===== config.mk =====
export PLATFORM = sky130hd
export DESIGN_NAME = mux_sram_master
export DESIGN_NICKNAME = d
export VERILOG_FILES = /design/src/rtl/mxs_pkg.sv /design/src/rtl/mxs_phase_seq.sv /design/src/rtl/mxs_cycle_guard.sv /design/src/rtl/mxs_pin_ctl.sv /design/src/rtl/mux_sram_master.sv
export SDC_FILE = /design/constraint.sdc
export NUM_CORES = 1
export LEC_CHECK = 0
export BUFFER_PORTS_ARGS = -buffer_cell sky130_fd_sc_hd__clkbuf_2
export CORE_MARGIN = 2
export CORE_UTILIZATION = 30
export DETAILED_ROUTE_END_ITERATION = 8
export SLEW_MARGIN = 0
export SYNTH_ARGS = -nofsm -noshare
export SYNTH_HDL_FRONTEND = slang
export SYNTH_SLANG_ARGS = --single-unit

===== constraint.sdc =====
create_clock -name clk -period 2.6 [get_ports clk]
set_input_delay 0.52 -clock clk [delete_from_list [all_inputs] [get_ports clk]]
set_output_delay 0.52 -clock clk [all_outputs]
set_load 0.02 [all_outputs]

===== src/rtl/mxs_pkg.sv =====
package mxs_pkg;

  typedef enum logic [2:0] {
    PH_IDLE  = 3'd0,
    PH_ADDR  = 3'd1,
    PH_HOLD  = 3'd2,
    PH_WDATA = 3'd3,
    PH_RACC  = 3'd4,
    PH_TURN  = 3'd5
  } phase_t;

  // Length of a phase bound by up to three minimum-time counts, never zero.
  function automatic int unsigned phase_cycles(input int unsigned a,
                                               input int unsigned b,
                                               input int unsigned c);
    int unsigned m;
    m = (a > b) ? a : b;
    m = (m > c) ? m : c;
    return (m == 0) ? 1 : m;
  endfunction

  // Cycle count for a nanosecond minimum at a clock period given in ps.
  function automatic int unsigned ns_to_cycles(input int unsigned ns,
                                               input int unsigned period_ps);
    return (ns * 1000 + period_ps - 1) / period_ps;
  endfunction

endpackage


===== src/rtl/mxs_phase_seq.sv =====
module mxs_phase_seq
  import mxs_pkg::*;
#(
  parameter int unsigned CW       = 8,
  parameter int unsigned LEN_ADDR = 2,
  parameter int unsigned LEN_HOLD = 1,
  parameter int unsigned LEN_WR   = 3,
  parameter int unsigned LEN_ACC  = 3,
  parameter int unsigned LEN_TURN = 1
) (
  input  logic   clk,
  input  logic   rst_n,
  input  logic   start,
  input  logic   is_write,
  output phase_t phase,
  output logic   sample,
  output logic   finish
);

  logic [CW-1:0] cnt;
  phase_t        nxt;
  logic          last;

  assign last = (cnt == '0);

  function automatic logic [CW-1:0] load_for(input phase_t p);
    case (p)
      PH_ADDR:  return CW'(LEN_ADDR - 1);
      PH_HOLD:  return CW'(LEN_HOLD - 1);
      PH_WDATA: return CW'(LEN_WR - 1);
      PH_RACC:  return CW'(LEN_ACC - 1);
      PH_TURN:  return CW'(LEN_TURN - 1);
      default:  return '0;
    endcase
  endfunction

  always_comb begin
    nxt = phase;
    case (phase)
      PH_IDLE:  if (start) nxt = PH_ADDR;
      PH_ADDR:  if (last)  nxt = PH_HOLD;
      PH_HOLD:  if (last)  nxt = is_write ? PH_WDATA : PH_RACC;
      PH_WDATA: if (last)  nxt = PH_IDLE;
      PH_RACC:  if (last)  nxt = PH_TURN;
      PH_TURN:  if (last)  nxt = PH_IDLE;
      default:             nxt = PH_IDLE;
    endcase
  end

  assign sample = (phase == PH_RACC) && last;
  assign finish = ((phase == PH_WDATA) || (phase == PH_TURN)) && last;

  always_ff @(posedge clk or negedge rst_n) begin
    if (!rst_n) begin
      phase <= PH_IDLE;
      cnt   <= '0;
    end else begin
      phase <= nxt;
      if (nxt != phase) cnt <= load_for(nxt);
      else if (!last)   cnt <= cnt - 1'b1;
    end
  end

endmodule


===== src/rtl/mxs_cycle_guard.sv =====
module mxs_cycle_guard #(
  parameter int unsigned CW     = 8,
  parameter int unsigned LEN_WC = 7
) (
  input  logic clk,
  input  logic rst_n,
  input  logic start,
  output logic expired
);

  logic [CW-1:0] left;

  assign expired = (left == '0);

  always_ff @(posedge clk or negedge rst_n) begin
    if (!rst_n)        left <= '0;
    else if (start)    left <= CW'(LEN_WC - 1);
    else if (!expired) left <= left - 1'b1;
  end

endmodule


===== src/rtl/mxs_pin_ctl.sv =====
module mxs_pin_ctl
  import mxs_pkg::*;
#(
  parameter int unsigned DW = 16,
  localparam int unsigned NB = DW / 8
) (
  input  logic          clk,
  input  logic          rst_n,
  input  phase_t        phase,
  input  logic          sample,
  input  logic          finish,
  input  logic [DW-1:0] addr_q,
  input  logic [DW-1:0] wdata_q,
  input  logic [NB-1:0] mask_q,
  input  logic [DW-1:0] bus_in,
  output logic          adv_n,
  output logic          cs_n,
  output logic          we_n,
  output logic          oe_n,
  output logic [NB-1:0] be_n,
  output logic [DW-1:0] bus_out,
  output logic          bus_oe,
  output logic          done,
  output logic [DW-1:0] rdata
);

  logic [DW-1:0] lane_bits;
  logic          lanes_on;

  for (genvar g = 0; g < NB; g++) begin : g_lane
    assign lane_bits[g*8 +: 8] = {8{mask_q[g]}};
  end

  assign lanes_on = (phase == PH_WDATA) || (phase == PH_RACC);
  assign adv_n    = (phase != PH_ADDR);
  assign cs_n     = !((phase == PH_ADDR) || (phase == PH_HOLD) || lanes_on);
  assign we_n     = (phase != PH_WDATA);
  assign oe_n     = (phase != PH_RACC);
  assign be_n     = lanes_on ? ~mask_q : '1;
  assign bus_oe   = (phase == PH_ADDR) || (phase == PH_HOLD) || (phase == PH_WDATA);
  assign bus_out  = (phase == PH_WDATA) ? wdata_q : addr_q;

  always_ff @(posedge clk or negedge rst_n) begin
    if (!rst_n) begin
      rdata <= '0;
      done  <= 1'b0;
    end else begin
      done <= finish;
      if (sample) rdata <= bus_in & lane_bits;
    end
  end

endmodule


===== src/rtl/mux_sram_master.sv =====
module mux_sram_master
  import mxs_pkg::*;
#(
  parameter int unsigned DW           = 16,
  parameter int unsigned CW           = 8,
  parameter int unsigned T_ADV_LOW    = 2,
  parameter int unsigned T_ADDR_SETUP = 2,
  parameter int unsigned T_CS_SETUP   = 1,
  parameter int unsigned T_ADDR_HOLD  = 1,
  parameter int unsigned T_WE_LOW     = 3,
  parameter int unsigned T_DATA_SETUP = 2,
  parameter int unsigned T_ACCESS     = 3,
  parameter int unsigned T_TURN       = 1,
  parameter int unsigned T_CYCLE      = 7,
  localparam int unsigned NB = DW / 8
) (
  input  logic          clk,
  input  logic          rst_n,
  input  logic          req_valid,
  output logic          req_ready,
  input  logic          req_write,
  input  logic [DW-1:0] req_addr,
  input  logic [DW-1:0] req_wdata,
  input  logic [NB-1:0] req_mask,
  output logic          rsp_done,
  output logic [DW-1:0] rsp_rdata,
  output logic          mem_adv_n,
  output logic          mem_cs_n,
  output logic          mem_we_n,
  output logic          mem_oe_n,
  output logic [NB-1:0] mem_be_n,
  output logic [DW-1:0] bus_out,
  output logic          bus_oe,
  input  logic [DW-1:0] bus_in
);

  localparam int unsigned LEN_ADDR = phase_cycles(T_ADV_LOW, T_ADDR_SETUP, T_CS_SETUP);
  localparam int unsigned LEN_HOLD = phase_cycles(T_ADDR_HOLD, 0, 0);
  localparam int unsigned LEN_WR   = phase_cycles(T_WE_LOW, T_DATA_SETUP, 0);
  localparam int unsigned LEN_ACC  = phase_cycles(T_ACCESS, 0, 0);
  localparam int unsigned LEN_TURN = phase_cycles(T_TURN, 0, 0);
  localparam int unsigned LEN_WC   = phase_cycles(T_CYCLE, 0, 0);

  phase_t        phase;
  logic          sample_w;
  logic          finish_w;
  logic          expired_w;
  logic          accept_w;
  logic          write_q;
  logic [DW-1:0] addr_q;
  logic [DW-1:0] wdata_q;
  logic [NB-1:0] mask_q;

  assign req_ready = (phase == PH_IDLE) && expired_w;
  assign accept_w  = req_valid && req_ready;

  always_ff @(posedge clk or negedge rst_n) begin
    if (!rst_n) begin
      write_q <= 1'b0;
      addr_q  <= '0;
      wdata_q <= '0;
      mask_q  <= '0;
    end else if (accept_w) begin
      write_q <= req_write;
      addr_q  <= req_addr;
      wdata_q <= req_wdata;
      mask_q  <= req_mask;
    end
  end

  mxs_phase_seq #(
    .CW(CW), .LEN_ADDR(LEN_ADDR), .LEN_HOLD(LEN_HOLD),
    .LEN_WR(LEN_WR), .LEN_ACC(LEN_ACC), .LEN_TURN(LEN_TURN)
  ) u_seq (
    .clk(clk), .rst_n(rst_n), .start(accept_w), .is_write(write_q),
    .phase(phase), .sample(sample_w), .finish(finish_w)
  );

  mxs_cycle_guard #(.CW(CW), .LEN_WC(LEN_WC)) u_guard (
    .clk(clk), .rst_n(rst_n), .start(accept_w), .expired(expired_w)
  );

  mxs_pin_ctl #(.DW(DW)) u_pins (
    .clk(clk), .rst_n(rst_n), .phase(phase), .sample(sample_w),
    .finish(finish_w), .addr_q(addr_q), .wdata_q(wdata_q), .mask_q(mask_q),
    .bus_in(bus_in), .adv_n(mem_adv_n), .cs_n(mem_cs_n), .we_n(mem_we_n),
    .oe_n(mem_oe_n), .be_n(mem_be_n), .bus_out(bus_out), .bus_oe(bus_oe),
    .done(rsp_done), .rdata(rsp_rdata)
  );

endmodule


; After elaboration in Yosys (flattened, before gate mapping)
; Index checks and enable logic that the tools add are counted.
; W data, S select, Z words.
[op_classes]
add_sub_neg = 2
n_eq_ne = 14
mux = 14
n_bitwise = 2
reduce_logical = 15
[ops]
columns = operator, count
row1 = $mux W8, 4
row2 = $mux W3, 6
row3 = $and A16 B16 Y16, 1
row4 = $logic_not A8 Y1, 2
row5 = $mux W16, 1
row6 = $sub A8 B1 Y8 const B, 2
row7 = $pmux W3 S5, 1
row8 = $eq A3 B2 Y1 const B, 3
row9 = $eq A3 B3 Y1 const B, 3
row10 = $eq A3 B1 Y1 const B, 2
row11 = $logic_or A1 B1 Y1, 5
row12 = $logic_and A1 B1 Y1, 4
row13 = $pmux W2 S2, 1
row14 = $reduce_or A2 Y1, 2
row15 = $logic_not A3 Y1, 1
row16 = $ne A3 B1 Y1 const B, 1
row17 = $ne A3 B2 Y1 const B, 1
row18 = $ne A3 B3 Y1, 1
row19 = $ne A3 B3 Y1 const B, 1
row20 = $mux W2, 1
row21 = $ne A2 B1 Y1 const B, 1
row22 = $ne A2 B2 Y1 const B, 1
row23 = $not A2 Y2, 1
row24 = $logic_not A1 Y1, 1
[totals]
register_bits = 71
output_inout_bits = 41

; Logic depth before layout (Yosys ltp)
; Gate-level depths: netlist of the first run.
[logic_depth]
depth_word = 9
mapped_depth = 8
depth_no_buf = 7

; Cells and area by module
; A second synthesis of the first run with hierarchy kept.
[unflattened]
cells_unflattened = 297
area_unflattened_um2 = 3578.4
[by_module_without_submodules]
columns = module, n_inst, cells_per_inst, area_per_inst_um2
row1 = mux_sram_master, 1, 76, 1451.4
row2 = mxs_pin_ctl, 1, 98, 960.9
row3 = mxs_phase_seq, 1, 81, 739.5
row4 = mxs_cycle_guard, 1, 42, 426.7

; Least setup slack after synthesis of the first run
; No wires, ideal clock.
[synth_path]
path_kind = register to output
from = register u_seq.phase[2]
to = output port bus_out[10]
arrival_time_ns = 1.598
required_ns = 2.080
slack_ns = 0.482
path_stages_with_launch = 6
path_buffers = 2
path_cell_list = dfrtp_1 > buf_2 > inv_1 > nand3_1 > buf_2 > mux2_2
[synth_via]
elab_chain_len = 2
[synth_lines]
columns = item, line
row1 = start: declaration, mxs_phase_seq.sv:15  ; output phase_t phase,
row2 = start signal: assignment, mxs_phase_seq.sv:58  ; phase <= nxt;
row3 = $eq A3 B2 Y1, mxs_pin_ctl.sv:41  ; assign bus_out = (phase == PH_WDATA) ? wdata_q : addr_q;
row4 = $mux W16, mxs_pin_ctl.sv:41
row5 = end: declaration, mux_sram_master.sv:32  ; output logic [DW-1:0] bus_out,
; Every way passes these cells.

; Worst setup path after layout of the first run
[layout_path]
from = register u_seq.phase[2]
to = output port bus_out[0]
; Same word-level chain as after synthesis.

==> implementation parameters, run 1 <==
Parameter                              Value

Power and ir drop
  Power dissipated by switching net loads ... 1.12 mW
  Power share of the combinational group ... 28.7%
  Share of total power in the clock network ... 30.0%
  Switching part of the total power ... 31.5%
  Worst ir drop on vdd ... 0.320 mV
  Leakage ... 2.07 nW
  Total power after layout ... 3.55 mW
  Pwr dens ... 850 nW/um^2
  Sequential Power Share ... 41.3%
  Internal Pwr Total ... 2.43 mW

Critical path
  Critical path's largest stage delay ... 0.56 ns
  Crit path depth ... 5
  Sort of element at the end of the critical path ... output pin
  FF-to-FF path depth ... 7
  Register-to-register setup slack ... 0.50 ns
  Reg-to-reg startpoint ... u_seq.cnt[0]$_DFFE_PN0P_
  Critical path peak fanout ... 18
  Category of cells accounting for the largest share of critical-path delay ... flip-flops
  Launching element type of the critical path ... register
  Worst path buffer plus inverter count ... 3
  Data arrival, critical path ... 1.95 ns
  Class of the most critical setup path ... register to output pin
  FF-to-FF End ... u_seq.cnt[1]$_DFFE_PN0P_
  Worst path cell trace ... inv_1 -> nand3_1 -> buf_4 -> mux2_2 -> clkbuf_2
  Worst EP required ... 2.08 ns
  Critical-path top delay cell ... sky130_fd_sc_hd__dfrtp_1

Final layout
  Multi-input gate area in the final layout ... 1430 um^2
  Ratio of cells with drive above 1 in the final layout ... 46.2%
  FILL cells ... 1054
  Growth of design area from synthesis to finish ... 26.4%
  Post-Layout Inst Area ... 4180 um^2
  Antenna diodes ... 0
  Final-stage net count ... 437
  Post-layout instance count excluding filler cells ... 525
  Register cell area after layout ... 1780 um^2

CTS
  Number of H-tree branching levels ... 3
  Inserted Clock Buffers ... 9
  Clock Latency Late Sink ... 0.34 ns
  Clock-pin slew of the registers on the worst-case setup and hold paths ... 0.08 ns
  Count of cells resized by post-cts repair ... 0
  Clock tree sinks ... 71
  Root Buffer Master ... sky130_fd_sc_hd__clkbuf_8
  Hold bufs inserted after CTS ... 0
  Maximum buffer depth of the clock tree ... 2
  Count of buffers added by post-CTS timing repair for setup ... 0
  TritonCTS clock tree ... done

Timing
  Clock skew ... 0.00962 ns
  RSZ-0062 raised after global routing ... false
  Tightest slew margin relative to the limit ... 66.4%
  Highest clock rate ... 405 MHz
  Finish-stage setup viols ... 0
  Number of slew-limit violations in the final report ... 0
  Final worst path period need ... 2.47 ns
  Slew @ Worst Pin ... 0.500 ns
  Final Hold Violating Endpoints ... 0
  Period utilization ... 94.9%
  Setup TNS ... 0 ns

Synth
  Most common cell in the synthesized netlist ... sky130_fd_sc_hd__dfrtp_1
  Number of enable flip-flop cells after synthesis ... 0
  Asr flop ratio synth ... 100%
  Synth warnings ... 0
  Largest cells by area after synthesis ... sky130_fd_sc_hd__dfrtp_1 (54%), sky130_fd_sc_hd__mux2_2 (15%), sky130_fd_sc_hd__nand2_1 (5.1%)
  Number of distinct library cells after synthesis ... 42
  Xor and xnor fraction of the mapped netlist area ... 2.65%
  Synthesized-area fraction occupied by adder cells ... 1.13%
  Gate Count Post-Synth ... 283
  Average size of a mapped cell ... 11.7 um^2
  Mapped Nets ... 340
  Fraction of the mapped netlist area in simple logic gates ... 14.2%
  Fraction of post-synthesis cell area in the top cell type by area ... 53.7%
  Library cell with the largest summed area after synthesis ... sky130_fd_sc_hd__dfrtp_1
  Share of the yosys chip area belonging to registers ... 53.7%
  Main combinational cell family by area after synthesis ... multiplexers
  Total of flip-flops plus latches after synthesis ... 71
  Share of cell area taken by muxes after synthesis ... 18.3%
  Leading post-synthesis cells by instance count ... sky130_fd_sc_hd__dfrtp_1 (71), sky130_fd_sc_hd__nand2_1 (45), sky130_fd_sc_hd__mux2_2 (43), sky130_fd_sc_hd__o21ai_0 (19), sky130_fd_sc_hd__nor2_1 (14)
  Compound-cell area share of the yosys netlist ... 7.00%
  Summed instance area of the synthesized netlist ... 3310 um^2
  Main flop type after synthesis ... sky130_fd_sc_hd__dfrtp_1

Job
  Max cap viols ... 0

Run status
  Outcome ... completed

Detailed routing
  Via-per-instance ratio ... 4.53
  Violation count after the first detailed-route iteration ... 130
  Number of detailed-routing iterations run before antenna repair ... 4
  Number of vias after detailed routing ... 2379
  DRC ... 0
  Sum of routed wire length over all layers ... 6740 um
  Wire length per cell after detailed routing ... 12.8 um
  Count of antenna-violating nets left after detailed routing ... 0

Place
  Instance area after placement ... 3930 um^2
  Final weighted congestion in routability-driven placement ... 0.766
  Port Buffers ... 94
  Placed insts ... 509
  HPWL after DPL ... 4890 um

Global routing
  Number of global-route vias before repair ... 2246
  Largest net degree at the start of global routing ... 40
  Overflow left after global routing ... 0
  Wire length of the first global-routing pass ... 10800 um
  GRT Resource Usage Total ... 11.9%
  Number of antenna violations at the first check in global routing ... 0

Floorplanning
  Die Width ... 109 um
  Die Height ... 109 um
  Initial Utilization ... 30.7%
  Die Area ... 11900 um^2
  CORE AREA ... 10800 um^2
  Site row count ... 38
  Total I/O pin count ... 95

Worst hold path
  Path category of the worst min-delay check ... primary input to asynchronous set/reset pin
## cells by family (layout without fill, tap and decap cells)
family / count (synthesis) / after routing
AND/OR/NAND/NOR: 92 / 92
flip-flops: 71 / 71
multiplexers: 51 / 51
AO/OA/AOI/OAI: 36 / 36
buffers and inverters: 20 / 122
XOR/XNOR: 10 / 10
adder cells (fa/ha/maj): 3 / 3
## how the worst max path moves through the flow
stage / startpoint / slack, ns / to
finish: u_seq.phase[2]$_DFF_PN0_ / 0.13 / bus_out[0]
global route: u_seq.phase[2]$_DFF_PN0_ / 0.002 / bus_out[3]
CTS: u_seq.phase[2]$_DFF_PN0_ / 0.12 / bus_out[0]
detailed placement: u_seq.phase[2]$_DFF_PN0_ / 0.50 / bus_out[0]
global placement: u_seq.cnt[0]$_DFFE_PN0P_ / 0.53 / u_seq.cnt[1]$_DFFE_PN0P_
floorplan: u_seq.phase[2]$_DFF_PN0_ / 0.48 / bus_out[10]
## sequential cells by signal, summed over array words and instances, names as in the netlist
name and count:
wdata_q 16, u_seq.cnt 8, u_pins.rdata 16, u_guard.left 8, u_seq.phase 3, u_pins.done 1, write_q 1, addr_q 16
mask_q 2
## layout make-up
type | instances | area share, %
Sequential cell | 71 | 42.5
Clock inverter | 5 | 2.51
Multi-Input combinational cell | 192 | 34.2
Tap cell | 140 | 4.19
Inverter | 6 | 0.539
Clock buffer | 11 | 3.38
Timing Repair Buffer | 100 | 12.6
## power groups by stage
stage	clock (mW)	combinational (mW)	sequential, mW
2_1_floorplan	0	0.771	1.44
3_3_place_gp	0	1.00	1.48
3_5_place_dp	0	1.03	1.48
4_1_cts	1.11	1.04	1.47
5_1_grt	1.16	1.13	1.50
6_report	1.07	1.02	1.47
## layer usage
metal | share of wire, % | vias to the layer above | GRT usage (%)
li1 | - | 1171 | -
met1 | 45 | 1120 | 15.0
met2 | 46 | 82 | 17.7
met3 | 8.2 | 6 | 4.90
met4 | 1.3 | 0 | 5.22
met5 | 0 | - | 0
## per-stage QoR
stage          hold slack (ns)  util, %  worst slack, ns
6_report                 0.111     38.7            0.132
5_1_grt                  0.121     38.7          0.00242
4_1_cts                  0.114     38.7            0.115
3_5_place_dp             0.475     36.4            0.500
3_3_place_gp             0.463     36.4            0.533
2_1_floorplan            0.224        -            0.482
## cells in the final DEF, fill, tap and decap left out, drive strengths merged, types with 6 or more instances in the layout
master,n
buf,7
clkbuf,104
dfrtp,71
inv,6
mux2,51
nand2,46
nor2,14
nor3,6
o21ai,20
xnor2,6
## worst reg2reg max path, stage by stage (launching register included)
cell and delay [ns]:
sky130_fd_sc_hd__dfrtp_1 0.42, sky130_fd_sc_hd__inv_1 0.10, sky130_fd_sc_hd__ha_1 0.21, sky130_fd_sc_hd__nor3b_2 0.43, sky130_fd_sc_hd__a31oi_1 0.18, sky130_fd_sc_hd__o21ai_2 0.43
sky130_fd_sc_hd__o211ai_2 0.16, sky130_fd_sc_hd__o211ai_2 0.09
Power figures use the tool's default switching activity.
==> inputs of run 2 (changes only) <==
--- a/config.mk
+++ b/config.mk
@@ -6,9 +6,12 @@
 export NUM_CORES = 1
 export LEC_CHECK = 0
 export BUFFER_PORTS_ARGS = -buffer_cell sky130_fd_sc_hd__clkbuf_2
+export CELL_PAD_IN_SITES_DETAIL_PLACEMENT = 1
+export CELL_PAD_IN_SITES_GLOBAL_PLACEMENT = 2
 export CORE_MARGIN = 2
 export CORE_UTILIZATION = 30
 export DETAILED_ROUTE_END_ITERATION = 8
+export PLACE_DENSITY_LB_ADDON = 0.1
 export SLEW_MARGIN = 0
 export SYNTH_ARGS = -nofsm -noshare
 export SYNTH_HDL_FRONTEND = slang
==> run 2 against run 1 <==
- worst setup slack improved by 0.14 ns
- routed wire length rose by 13%
- core utilization fell by 0.43 points
- sequential power barely moved
- total power fell by 5.1%
- clock skew rose by 0.0040 ns
- die area did not move
- largest power group unchanged
==> implementation parameters, run 2 (synthesis results as in run 1) <==
Parameter                              Value

Run status
  Outcome ... completed

CTS
  Clock tree sinks ... 71
  TritonCTS clock tree ... done
  Hold bufs inserted after CTS ... 0
  Count of cells resized by post-cts repair ... 0
  Count of buffers added by post-CTS timing repair for setup ... 0
  Clock Latency Late Sink ... 0.34 ns
  Clock-pin slew of the registers on the worst-case setup and hold paths ... 0.08 ns
  Number of H-tree branching levels ... 3
  Inserted Clock Buffers ... 9
  Maximum buffer depth of the clock tree ... 2
  Root Buffer Master ... sky130_fd_sc_hd__clkbuf_8

Final layout
  Most used cells in the layout excluding fill and tap cells ... sky130_fd_sc_hd__clkbuf_2 (93), sky130_fd_sc_hd__dfrtp_1 (71), sky130_fd_sc_hd__nand2_1 (45)
  Antenna diodes ... 0
  Ratio of cells with drive above 1 in the final layout ... 46.2%
  Growth of design area from synthesis to finish ... 25.0%
  Leading cell type in the layout, fill and taps excluded ... sky130_fd_sc_hd__clkbuf_2
  Final-stage net count ... 436
  Regs by FF count ... addr_q: 16 flops, u_pins.rdata: 16 flops, wdata_q: 16 flops
  FILL cells ... 1245

Critical path
  Sort of element at the end of the critical path ... output pin
  Reg-to-reg startpoint ... u_seq.cnt[0]$_DFFE_PN0P_
  Launching element type of the critical path ... register
  FF-to-FF End ... u_seq.cnt[1]$_DFFE_PN0P_
  Critical-path top delay cell ... sky130_fd_sc_hd__dfrtp_1
  FF-to-FF path depth ... 7
  Worst EP required ... 2.08 ns
  Critical path peak fanout ... 18
  Register-to-register setup slack ... 0.55 ns
  Critical path's largest stage delay ... 0.52 ns
  Data arrival, critical path ... 1.81 ns
  Launching instance or port of the critical path ... u_seq.phase[1]$_DFF_PN0_
  Class of the most critical setup path ... register to output pin
  Worst path cell trace ... nand3_1 -> buf_4 -> mux2_2 -> clkbuf_2

Detailed routing
  Sum of routed wire length over all layers ... 7600 um
  Via-per-instance ratio ... 4.64
  Number of detailed-routing iterations run before antenna repair ... 4
  Wire length per cell after detailed routing ... 14.5 um
  Count of antenna-violating nets left after detailed routing ... 0
  DRC ... 0
  Number of vias after detailed routing ... 2426
  Violation count after the first detailed-route iteration ... 78

Place
  Port Buffers ... 94
  HPWL after DPL ... 5400 um
  Final weighted congestion in routability-driven placement ... 0.693

Timing
  Number of slew-limit violations in the final report ... 0
  Highest clock rate ... 430 MHz
  Fin Hold WS ... 0.168 ns
  Slew @ Worst Pin ... 0.561 ns
  Clock skew ... 0.0137 ns
  Tightest slew margin relative to the limit ... 62.6%
  Final Hold Violating Endpoints ... 0
  Setup TNS ... 0 ns
  RSZ-0062 raised after global routing ... false
  Finish-stage setup viols ... 0
  Final worst path period need ... 2.33 ns
  Period utilization ... 89.5%

Floorplanning
  Die Height ... 109 um
  Initial Utilization ... 30.7%
  Site row count ... 38
  Die Area ... 11900 um^2
  Total I/O pin count ... 95
  Die Width ... 109 um
  CORE AREA ... 10800 um^2

Global routing
  GRT Resource Usage Total ... 13.7%
  Number of global-route vias before repair ... 2535
  Largest net degree at the start of global routing ... 52
  Number of antenna violations at the first check in global routing ... 0
  Wire length of the first global-routing pass ... 12500 um
  Overflow left after global routing ... 0

Worst hold path
  Path category of the worst min-delay check ... primary input to asynchronous set/reset pin

Power and ir drop
  Leakage ... 2.06 nW
  Pwr dens ... 815 nW/um^2
  Worst ir drop on vdd ... 0.307 mV

Job
  Max cap viols ... 0
-- run 2: worst max-delay path, delay by kind of cell (launching register included) --
family / cells / cell delay [ns]
muxes: 1 / 0.38
DFF: 1 / 0.52
and+or+nand+nor: 1 / 0.13
buffers and inverters: 2 / 0.44
-- run 2: per-layer routing --
layer  up-vias  track usage (%)  routed length, um
met4         0             4.95                104
met1      1176             18.2               3560
met3         9             4.42                506
li1       1172                -                  -
met5         -                0                  0
met2        69             20.9               3420
-- run 2: cell type report --
cell class	count	area, um^2	share of cell area, %
tap	140	175	4.24
clock buffer	10	138	3.33
multi-input combinational	192	1430	34.6
sequential	71	1780	43.0
inverter	6	22.5	0.545
timing repair buffer	99	533	12.9
clock inverter	5	57.6	1.39
-- run 2: power breakdown --
group	total, mW	internal (mW)	switching, mW	leakage (nW)
Sequential	1.49	1.29	0.202	0.913
Clock	0.885	0.466	0.418	0.103
Combinational	0.996	0.471	0.526	1.04
Total	3.37	2.22	1.15	2.06
-- run 2: through the flow --
stage               worst slack (ns)  instance area (um^2)  util (%)  power, mW  cells
global placement               0.597                  3940      36.5       2.53    508
floorplan                      0.482                  3310         -       2.22    283
global route                   0.173                  4130      38.3       3.61    523
CTS                            0.229                  4130      38.3       3.44    523
detailed placement             0.541                  3940      36.5       2.54    508
finish                         0.274                  4130      38.3       3.37    523
-- run 2: how the worst max path moves through the flow --
stage	to	slack [ns]
2_1_floorplan	bus_out[10]	0.48
3_3_place_gp	u_seq.cnt[1]$_DFFE_PN0P_	0.60
3_5_place_dp	u_seq.cnt[1]$_DFFE_PN0P_	0.54
4_1_cts	bus_out[13]	0.23
5_1_grt	bus_out[14]	0.17
6_report	bus_out[4]	0.27
==> inputs of run 3 (changes only) <==
==> constraint.sdc (replaced) <==
create_clock -name clk -period 1.95 [get_ports clk]
set_input_delay 0.39 -clock clk [delete_from_list [all_inputs] [get_ports clk]]
set_output_delay 0.39 -clock clk [all_outputs]
set_load 0.02 [all_outputs]
==> run 3 against run 2 <==
- the run now ends with setup timing left
- final area up 14%
- non-clock buffer count up 35
- hold slack better by 0.099 ns
- worst setup slack worse by 0.32 ns
- clock skew down 0.0030 ns
- first-iteration DRC count up 37%
- critical endpoint is now req_ready
==> implementation parameters, run 3 (synthesis results as in run 1) <==
Parameter                              Value

Run status
  Outcome ... complete, but fails checks
  Violated checks ... setup timing

Floorplanning
  Die Area ... 11900 um^2
  Site row count ... 38
  Die Width ... 109 um
  Initial Utilization ... 30.7%
  Die Height ... 109 um
  CORE AREA ... 10800 um^2
  Total I/O pin count ... 95

Detailed routing
  DRC ... 0
  Uppermost layer routed ... met4
  Wire length per cell after detailed routing ... 15.8 um
  Number of detailed-routing iterations run before antenna repair ... 4
  Violation count after the first detailed-route iteration ... 107
  Met3 Routed Length ... 466 um
  Count of antenna-violating nets left after detailed routing ... 0
  Met2 wire length ... 4460 um
  Via-per-instance ratio ... 4.66
  Number of vias after detailed routing ... 2603
  Sum of routed wire length over all layers ... 8860 um
  Metal1 wirelength ... 3830 um

Worst hold path
  Worst Hold Path Cells ... 2
  Path category of the worst min-delay check ... primary input to register

CTS
  Number of H-tree branching levels ... 3
  TritonCTS clock tree ... done
  Root Buffer Master ... sky130_fd_sc_hd__clkbuf_8
  Clock Latency Late Sink ... 0.35 ns
  Clock tree sinks ... 71
  Clock-pin slew of the registers on the worst-case setup and hold paths ... 0.09 ns
  Inserted Clock Buffers ... 9
  Maximum buffer depth of the clock tree ... 2

Timing
  RSZ-0062 raised after global routing ... true
  Number of slew-limit violations in the final report ... 0
  Finish-stage setup viols ... 10
  Fin Hold WS ... 0.268 ns
  Clock skew ... 0.0107 ns
  Tightest slew margin relative to the limit ... 73.8%
  Final Hold Violating Endpoints ... 0
  Setup slack after layout ... -0.0513 ns
  Highest clock rate ... 500 MHz
  Final worst path period need ... 2.00 ns
  Setup TNS ... -0.136 ns
  Period utilization ... 103%
  Slew @ Worst Pin ... 0.389 ns

Critical path
  Data arrival, critical path ... 1.61 ns
  Critical path's largest stage delay ... 0.40 ns
  Critical path peak fanout ... 3
  Category of cells accounting for the largest share of critical-path delay ... flip-flops
  Worst path buffer plus inverter count ... 3
  Crit path depth ... 6
  Worst EP required ... 1.56 ns
  Sort of element at the end of the critical path ... output pin
  Class of the most critical setup path ... register to output pin
  FF-to-FF path depth ... 7
  Critical-path top delay cell ... sky130_fd_sc_hd__dfrtp_1
  Worst path cell trace ... inv_2 -> ha_4 -> nor4b_4 -> buf_4 -> and3_4 -> buf_8
  Launching element type of the critical path ... register

Power and ir drop
  Pwr dens ... 1140 nW/um^2
  Worst ir drop on vdd ... 0.523 mV
  Leakage ... 2.32 nW

Final layout
  Most used cells in the layout excluding fill and tap cells ... sky130_fd_sc_hd__clkbuf_2 (76), sky130_fd_sc_hd__dfrtp_1 (70), sky130_fd_sc_hd__nand2_1 (44)
  Growth of design area from synthesis to finish ... 42.4%
  Ratio of cells with drive above 1 in the final layout ... 53.5%
  Post-layout instance count excluding filler cells ... 559
  Leading cell type in the layout, fill and taps excluded ... sky130_fd_sc_hd__clkbuf_2
  Regs by FF count ... addr_q: 16 flops, u_pins.rdata: 16 flops, wdata_q: 16 flops
  Final Core Density ... 43.6%
  Antenna diodes ... 0
  Final-stage net count ... 471

Place
  Port Buffers ... 94
  Final weighted congestion in routability-driven placement ... 0.774
  HPWL after DPL ... 5900 um
  Post-placement setup slack ... 0.0849 ns
  Placed insts ... 519

Global routing
  Overflow left after global routing ... 0
  Number of global-route vias before repair ... 2735
  Wire length of the first global-routing pass ... 13600 um
  Largest net degree at the start of global routing ... 53
  GRT Resource Usage Total ... 14.9%
  Number of antenna violations at the first check in global routing ... 0

Job
  Max cap viols ... 0
[run 3: changes by cell type in the layout (fill, tap and decap cells not counted), sizes merged]
cell         before  now
buf               6   53
clkbuf          103   90
clkinv            3    1
clkinvlp          0    2
bufinv            1    2
dlygate4sd3       0    1
[run 3: timing repair]
item	in CTS	in global routing
gates cloned	1	2
gates resized for setup	20	53
hold endpoints to repair	19	0
setup buffers	5	17
hold buffers	1	0
pin swaps	1	6
setup endpoints to repair	20	49
[run 3: power breakdown]
| group | switching, mW | internal, mW | total, mW |
|---|---|---|---|
| sequential | 0.276 | 1.72 | 1.99 |
| combinational | 0.915 | 1.11 | 2.03 |
| clock | 0.603 | 0.762 | 1.36 |
| total | 1.79 | 3.59 | 5.39 |
[run 3: per-layer routing]
layer,vias up,GRT usage [%]
li1,1239,-
met1,1284,18.6
met3,9,4.36
met5,-,0
met2,71,25.0
met4,0,4.67
[run 3: layout make-up]
class | instances | area, um^2
Inverter | 6 | 22.5
Timing Repair Buffer | 134 | 1000
Clock inverter | 6 | 92.6
Multi-Input combinational cell | 192 | 1500
Tap cell | 140 | 175
Clock buffer | 10 | 138
Fill cell | 1224 | 6080
Sequential cell | 71 | 1780
[run 3: worst paths after layout]
kind                                              start  slack, ns                           end
hold / removal                             req_wdata[4]       0.27        wdata_q[4]$_DFFE_PN0P_
setup / recovery            u_guard.left[1]$_DFFE_PN0P_      -0.05                     req_ready
hold reg to reg            u_pins.rdata[12]$_DFFE_PN0P_       0.48  u_pins.rdata[12]$_DFFE_PN0P_
setup reg to reg               u_seq.cnt[0]$_DFFE_PN0P_       0.07      u_seq.cnt[1]$_DFFE_PN0P_
max in group asynchronous                         rst_n       0.89      u_seq.phase[1]$_DFF_PN0_
min in group asynchronous                         rst_n       0.47         u_pins.done$_DFF_PN0_
[run 3: per-stage QoR]
step	power [mW]	area, um^2
2_1_floorplan	2.96	3310
3_3_place_gp	3.47	4050
3_5_place_dp	3.50	4050
4_1_cts	5.13	4440
5_1_grt	5.74	4710
6_report	5.39	4710
